[src/rtl/booth_pkg.sv]
// Shared types for the sequential Booth multiplier.
// Assumes nothing beyond IEEE 1800-2017 enum support.
package booth_pkg;
    // Operation chosen by the recoder for one step.
    typedef enum logic [1:0] {
        OP_KEEP = 2'd0,
        OP_ADD  = 2'd1,
        OP_SUB  = 2'd2
    } booth_op_e;

    // Controller state.
    typedef enum logic {
        ST_IDLE = 1'b0,
        ST_RUN  = 1'b1
    } booth_state_e;
endpackage

[src/rtl/booth_recode.sv]
// Radix-2 Booth recoder: maps the pair (current LSB, previous LSB)
// of the multiplier to keep / add / subtract.
// Assumes the caller supplies the previous LSB, which is 0 before the first step.
module booth_recode
    import booth_pkg::*;
(
    input  logic      lsb_now,
    input  logic      lsb_prev,
    output booth_op_e op
);
    // Decode the bit pair into an operation.
    always_comb begin
        unique case ({lsb_now, lsb_prev})
            2'b10:   op = OP_SUB;
            2'b01:   op = OP_ADD;
            default: op = OP_KEEP;
        endcase
    end
endmodule

[src/rtl/booth_addsub.sv]
// Guarded add/subtract for the upper half of the working register.
// Both operands are ACC_W bits wide, already sign-extended by one guard bit,
// so that the most negative multiplicand cannot overflow.
module booth_addsub
    import booth_pkg::*;
#(
    parameter int ACC_W = 5
) (
    input  logic [ACC_W-1:0] acc,
    input  logic [ACC_W-1:0] mcand,
    input  booth_op_e        op,
    output logic [ACC_W-1:0] result
);
    // Select among keep, sum and difference.
    always_comb begin
        unique case (op)
            OP_ADD:  result = acc + mcand;
            OP_SUB:  result = acc - mcand;
            default: result = acc;
        endcase
    end
endmodule

[src/rtl/booth_seq_ctrl.sv]
// Step controller: accepts start only when idle, counts WIDTH steps down
// and raises a one-cycle done pulse after the last one.
// Assumes WIDTH >= 1.
module booth_seq_ctrl
    import booth_pkg::*;
#(
    parameter int WIDTH = 4
) (
    input  logic clk,
    input  logic rst_n,
    input  logic start,
    output logic load,
    output logic step,
    output logic busy,
    output logic done
);
    localparam int CNT_W = $clog2(WIDTH + 1);
    localparam logic [CNT_W-1:0] STEPS = CNT_W'(WIDTH);

    booth_state_e     state_q;
    logic [CNT_W-1:0] steps_left_q;
    logic             last_step;

    // Derive the control strobes from the state.
    always_comb begin
        load      = start && (state_q == ST_IDLE);
        step      = (state_q == ST_RUN);
        last_step = step && (steps_left_q == CNT_W'(1));
        busy      = step;
    end

    // Advance the state and the remaining-step counter.
    always_ff @(posedge clk) begin
        if (!rst_n) begin
            state_q      <= ST_IDLE;
            steps_left_q <= '0;
        end else if (load) begin
            state_q      <= ST_RUN;
            steps_left_q <= STEPS;
        end else if (step) begin
            steps_left_q <= steps_left_q - CNT_W'(1);
            if (last_step) state_q <= ST_IDLE;
        end
    end

    // Register the completion pulse.
    always_ff @(posedge clk) begin
        if (!rst_n) done <= 1'b0;
        else        done <= last_step;
    end
endmodule

[src/rtl/booth_seq_mult.sv]
// Sequential radix-2 Booth signed multiplier, top level.
// Holds the guarded upper half, the multiplier register, the previous-LSB bit
// and the multiplicand. Each busy cycle performs one add/subtract together with
// an arithmetic right shift. Product = {upper[WIDTH-1:0], multiplier register}.
// Assumes two's-complement operands; the product always fits in 2*WIDTH bits.
module booth_seq_mult
    import booth_pkg::*;
#(
    parameter int WIDTH = 4
) (
    input  logic               clk,
    input  logic               rst_n,
    input  logic               start,
    input  logic [WIDTH-1:0]   multiplicand,
    input  logic [WIDTH-1:0]   multiplier,
    output logic               busy,
    output logic               done,
    output logic [2*WIDTH-1:0] product
);
    localparam int ACC_W = WIDTH + 1;

    logic [ACC_W-1:0] upper_q;
    logic [WIDTH-1:0] mplr_q;
    logic             prev_lsb_q;
    logic [ACC_W-1:0] mcand_q;
    logic [ACC_W-1:0] upper_next;
    booth_op_e        step_op;
    logic             load;
    logic             step;

    booth_seq_ctrl #(.WIDTH(WIDTH)) u_ctrl (
        .clk  (clk),
        .rst_n(rst_n),
        .start(start),
        .load (load),
        .step (step),
        .busy (busy),
        .done (done)
    );

    booth_recode u_recode (
        .lsb_now (mplr_q[0]),
        .lsb_prev(prev_lsb_q),
        .op      (step_op)
    );

    booth_addsub #(.ACC_W(ACC_W)) u_addsub (
        .acc   (upper_q),
        .mcand (mcand_q),
        .op    (step_op),
        .result(upper_next)
    );

    // Load the operands, or add/subtract and arithmetic-shift the working register.
    always_ff @(posedge clk) begin
        if (!rst_n) begin
            upper_q    <= '0;
            mplr_q     <= '0;
            prev_lsb_q <= 1'b0;
            mcand_q    <= '0;
        end else if (load) begin
            upper_q    <= '0;
            mplr_q     <= multiplier;
            prev_lsb_q <= 1'b0;
            mcand_q    <= {multiplicand[WIDTH-1], multiplicand};
        end else if (step) begin
            upper_q    <= {upper_next[ACC_W-1], upper_next[ACC_W-1:1]};
            mplr_q     <= {upper_next[0], mplr_q[WIDTH-1:1]};
            prev_lsb_q <= mplr_q[0];
        end
    end

    // Present the low 2*WIDTH bits of the working register.
    always_comb product = {upper_q[WIDTH-1:0], mplr_q};
endmodule

[config.mk]
export PLATFORM = sky130hd
export DESIGN_NAME = booth_seq_mult
export DESIGN_NICKNAME = d
export VERILOG_FILES = /design/src/rtl/booth_pkg.sv /design/src/rtl/booth_recode.sv /design/src/rtl/booth_addsub.sv /design/src/rtl/booth_seq_ctrl.sv /design/src/rtl/booth_seq_mult.sv
export SDC_FILE = /design/constraint.sdc
export NUM_CORES = 1
export LEC_CHECK = 0
export BUFFER_PORTS_ARGS = -buffer_cell sky130_fd_sc_hd__buf_2
export CAP_MARGIN = 40
export CORE_MARGIN = 1
export CORE_UTILIZATION = 40
export CTS_CLUSTER_SIZE = 8
export DETAILED_ROUTE_END_ITERATION = 8
export PLACE_DENSITY = 0.67
export SLEW_MARGIN = 20
export SYNTH_ARGS = -nofsm -noshare
export SYNTH_HDL_FRONTEND = slang
export SYNTH_HIERARCHICAL = 1
export SYNTH_SLANG_ARGS = --single-unit
[constraint.sdc]
create_clock -name clk -period 3.48 [get_ports clk]
set_input_delay 0.348 -clock clk [delete_from_list [all_inputs] [get_ports clk]]
set_output_delay 0.348 -clock clk [all_outputs]
set_load 0.02 [all_outputs]
==> impl_metrics.py <==
metrics = {
    "status": {
        "outcome": "complete, no violations",
    },
    "logic_synthesis": {
        "yosys.cell_types.count": 32,
        "syn_area_um2": 1140,
        "avgSynthCellArea_um2": 10.0,
        "ys_warn_count": 6,
        "synth_seq_cells": 18,
        "syn_inst": 114,
        "ys_seq_area_share_pct": 31.6,
        "synth_nets": 134,
    },
    "layout": {
        "n_antenna_cell": 0,
        "nNetsFinal": 156,
        "most-common-layout-cells": "buf_2 (20), dfxtp_1 (18), mux2i_1 (10), inv_1 (10)",
        "syn_to_final_growth_pct": 12.9,
        "layout_commonest_cell": "buf_2",
        "stdcell_area_um2": 1290,
        "fill_cells": 268,
        "drive_above_1_share_pct": 28.9,
    },
    "floorplan": {
        "die_y_um": 55.4,
        "fp.dieW_um": 55.4,
        "rows": 19,
        "io_pins": 21,
        "start_util_pct": 41.7,
        "core_area_um2": 2730,
        "die_area_um2": 3070,
    },
    "sta": {
        "final.setup.tns_ns": 0,
        "worst_slew_pin_slew_ns": 0.473,
        "slew_viol_final": 0,
        "rsz0062_at_grt": "no",
        "timing.final.crit_share_pct": 79.7,
        "clock.fmax_mhz": 361,
        "skew_ns": 0.00540,
        "max_slew_margin_pct": 68.4,
        "setup_viol_count_final": 0,
        "whs_ns": 0.299,
        "fin_crit_ns": 2.77,
        "hold_viol": 0,
    },
    "routing": {
        "route.detailed.drc": 0,
        "via_per_inst": 5.02,
        "dr.first_iter.drc_count": 16,
        "ant_nets": 0,
        "firstDrtPassIters": 4,
        "vias": 833,
        "wl_um": 1920,
        "wl_per_cell_um": 11.5,
    },
    "clocking": {
        "numCtsBuffers": 3,
        "cts_root_buffer": "clkbuf_4",
        "postCtsHoldBufs": 0,
        "clkSinkCount": 18,
        "clk_path_buf_depth": 2,
        "cts_tree": "built",
        "insertion_delay_ns": 0.30,
        "clk_pin_slew_ns": 0.11,
        "cts-resized-gates": 0,
        "htreeDepth": 1,
        "post_cts_buffers": 0,
    },
    "setup_path": {
        "cp_cell_sequence": "and2b_2, inv_1, ha_1, mux2_2, fa_1, nor2b_1, o21ai_0, nor3b_1, mux2_4, xor2_2, mux2i_1, nor2_1",
        "cp_num_cells": 12,
        "crit_slowest_cell": "fa_1",
        "cp.required_ns": 3.68,
        "path_buf_inv": 1,
        "crit_family": "multiplexers",
        "cp_slowest_stage_delay_ns": 0.43,
        "worstPathArrival_ns": 2.97,
        "worstSetupPathType": "flip-flop to flip-flop",
        "reg2reg_depth": 12,
        "critPathCaptureType": "flip-flop",
        "startpoint_type": "flip-flop",
        "cp_max_fo": 5,
    },
    "flow_run": {
        "maxCapViolCount": 0,
    },
    "placement": {
        "place.gp.congestion": 0.773,
        "place_area_um2": 1250,
        "io_buffers": 20,
        "dp_hpwl_um": 1490,
    },
    "pwr": {
        "p_total_mw": 0.509,
        "power.leakage_nw": 0.613,
        "p_per_area_nw_per_um2": 395,
        "ir_drop_v": 0.000291,
    },
    "hold_path": {
        "hp-class": "input pin to flip-flop",
        "min_path_cells": 3,
    },
    "global_routing": {
        "grt_pass1_wl_um": 3350,
        "grt_pass1_vias": 830,
        "antenna_found_initial": 0,
        "grt_max_degree": 20,
        "grt_util_all_layers_pct": 13.8,
        "grt_overflow_total": 0,
    },
}
-- cell type report --
| type | instances | area, um2 | share of cell area [%] |
|---|---|---|---|
| Clock buffer | 4 | 36.3 | 2.82 |
| Inverter | 10 | 37.5 | 2.91 |
| Multi-Input combinational cell | 81 | 701 | 54.4 |
| Sequential cell | 18 | 360 | 28.0 |
| Tap cell | 31 | 38.8 | 3.01 |
| Timing Repair Buffer | 22 | 115 | 8.93 |
-- synthesized netlist by cell type (all sizes together) --
| cell type | instances | area (um2) |
|---|---|---|
| o21ai | 4 | 20.0 |
| buf | 5 | 42.5 |
| dfxtp | 18 | 360 |
| a21o | 1 | 7.51 |
| xor2 | 4 | 42.6 |
| a21oi | 4 | 23.8 |
| mux2i | 10 | 100 |
| nor2b | 9 | 63.8 |
| o211a | 5 | 50.1 |
| ha | 8 | 100 |
| nor2 | 8 | 30.0 |
| nor3b | 3 | 32.5 |
| fa | 1 | 20.0 |
| xnor2 | 3 | 26.3 |
| o21a | 2 | 15.0 |
| nor3 | 1 | 5.00 |
| and4b | 1 | 11.3 |
| nand3b | 1 | 7.51 |
| inv | 10 | 37.5 |
| o31ai | 1 | 7.51 |
| nand2 | 3 | 11.3 |
| mux2 | 6 | 86.3 |
| nand2b | 5 | 31.3 |
| and2b | 1 | 8.76 |
-- metal layers --
layer	track usage [%]	routed length [um]	share of wire, %	vias to the layer above
met3	5.15	65	3.4	2
met2	25.0	990	52	12
met5	0	0	0	-
met4	3.93	9	0.47	0
li1	-	-	-	425
met1	15.0	849	44	394
-- state kept, by name, indices dropped and copies added (netlist names) --
signal	cells
mplr_q	4
u_ctrl/done	1
u_ctrl/steps_left_q	3
u_ctrl/busy	1
mcand_q	4
upper_q	4
prev_lsb_q	1
-- where the power goes --
part	internal (mW)	total, mW	switching, mW
Sequential	0.219	0.231	0.0116
Combinational	0.0743	0.145	0.0712
Clock	0.0638	0.133	0.0691
-- final timing paths --
check	from	end	slack [ns]
max reg2reg	mplr_q[0]	upper_q[3]	0.71
min reg2reg	upper_q[0]	upper_q[0]	0.53
min	multiplicand[3]	mcand_q[3]	0.30
max	mplr_q[0]	upper_q[3]	0.71
-- worst reg2reg max path: cells and delay by family (launching register included) --
kind / cells / cell delay [ns]
multiplexers: 3 / 0.81
adder cells (fa/ha/maj): 2 / 0.66
AND/OR/NAND/NOR: 4 / 0.55
flip-flops: 1 / 0.40
XOR/XNOR: 1 / 0.14
AO/OA/AOI/OAI: 1 / 0.09
buffers and inverters: 1 / 0.05
-- through the flow --
stage	instances	worst slack [ns]	utilization, %
2_1_floorplan	114	0.721	-
3_3_place_gp	162	0.794	45.8
3_5_place_dp	162	0.708	45.8
4_1_cts	166	0.696	47.1
5_1_grt	166	0.545	47.1
6_report	166	0.707	47.1
-- logic make-up (layout without fill, tap and decap cells) --
family / count (synthesis) / in the layout / share of synthesized area, %
AO/OA/AOI/OAI: 17 / 17 / 10.9
buffers and inverters: 15 / 36 / 7.02
flip-flops: 18 / 18 / 31.6
multiplexers: 16 / 16 / 16.3
adder cells (fa/ha/maj): 9 / 9 / 10.5
XOR/XNOR: 7 / 7 / 6.03
AND/OR/NAND/NOR: 32 / 32 / 17.7
No activity file was read; power rests on OpenSTA's default activity.
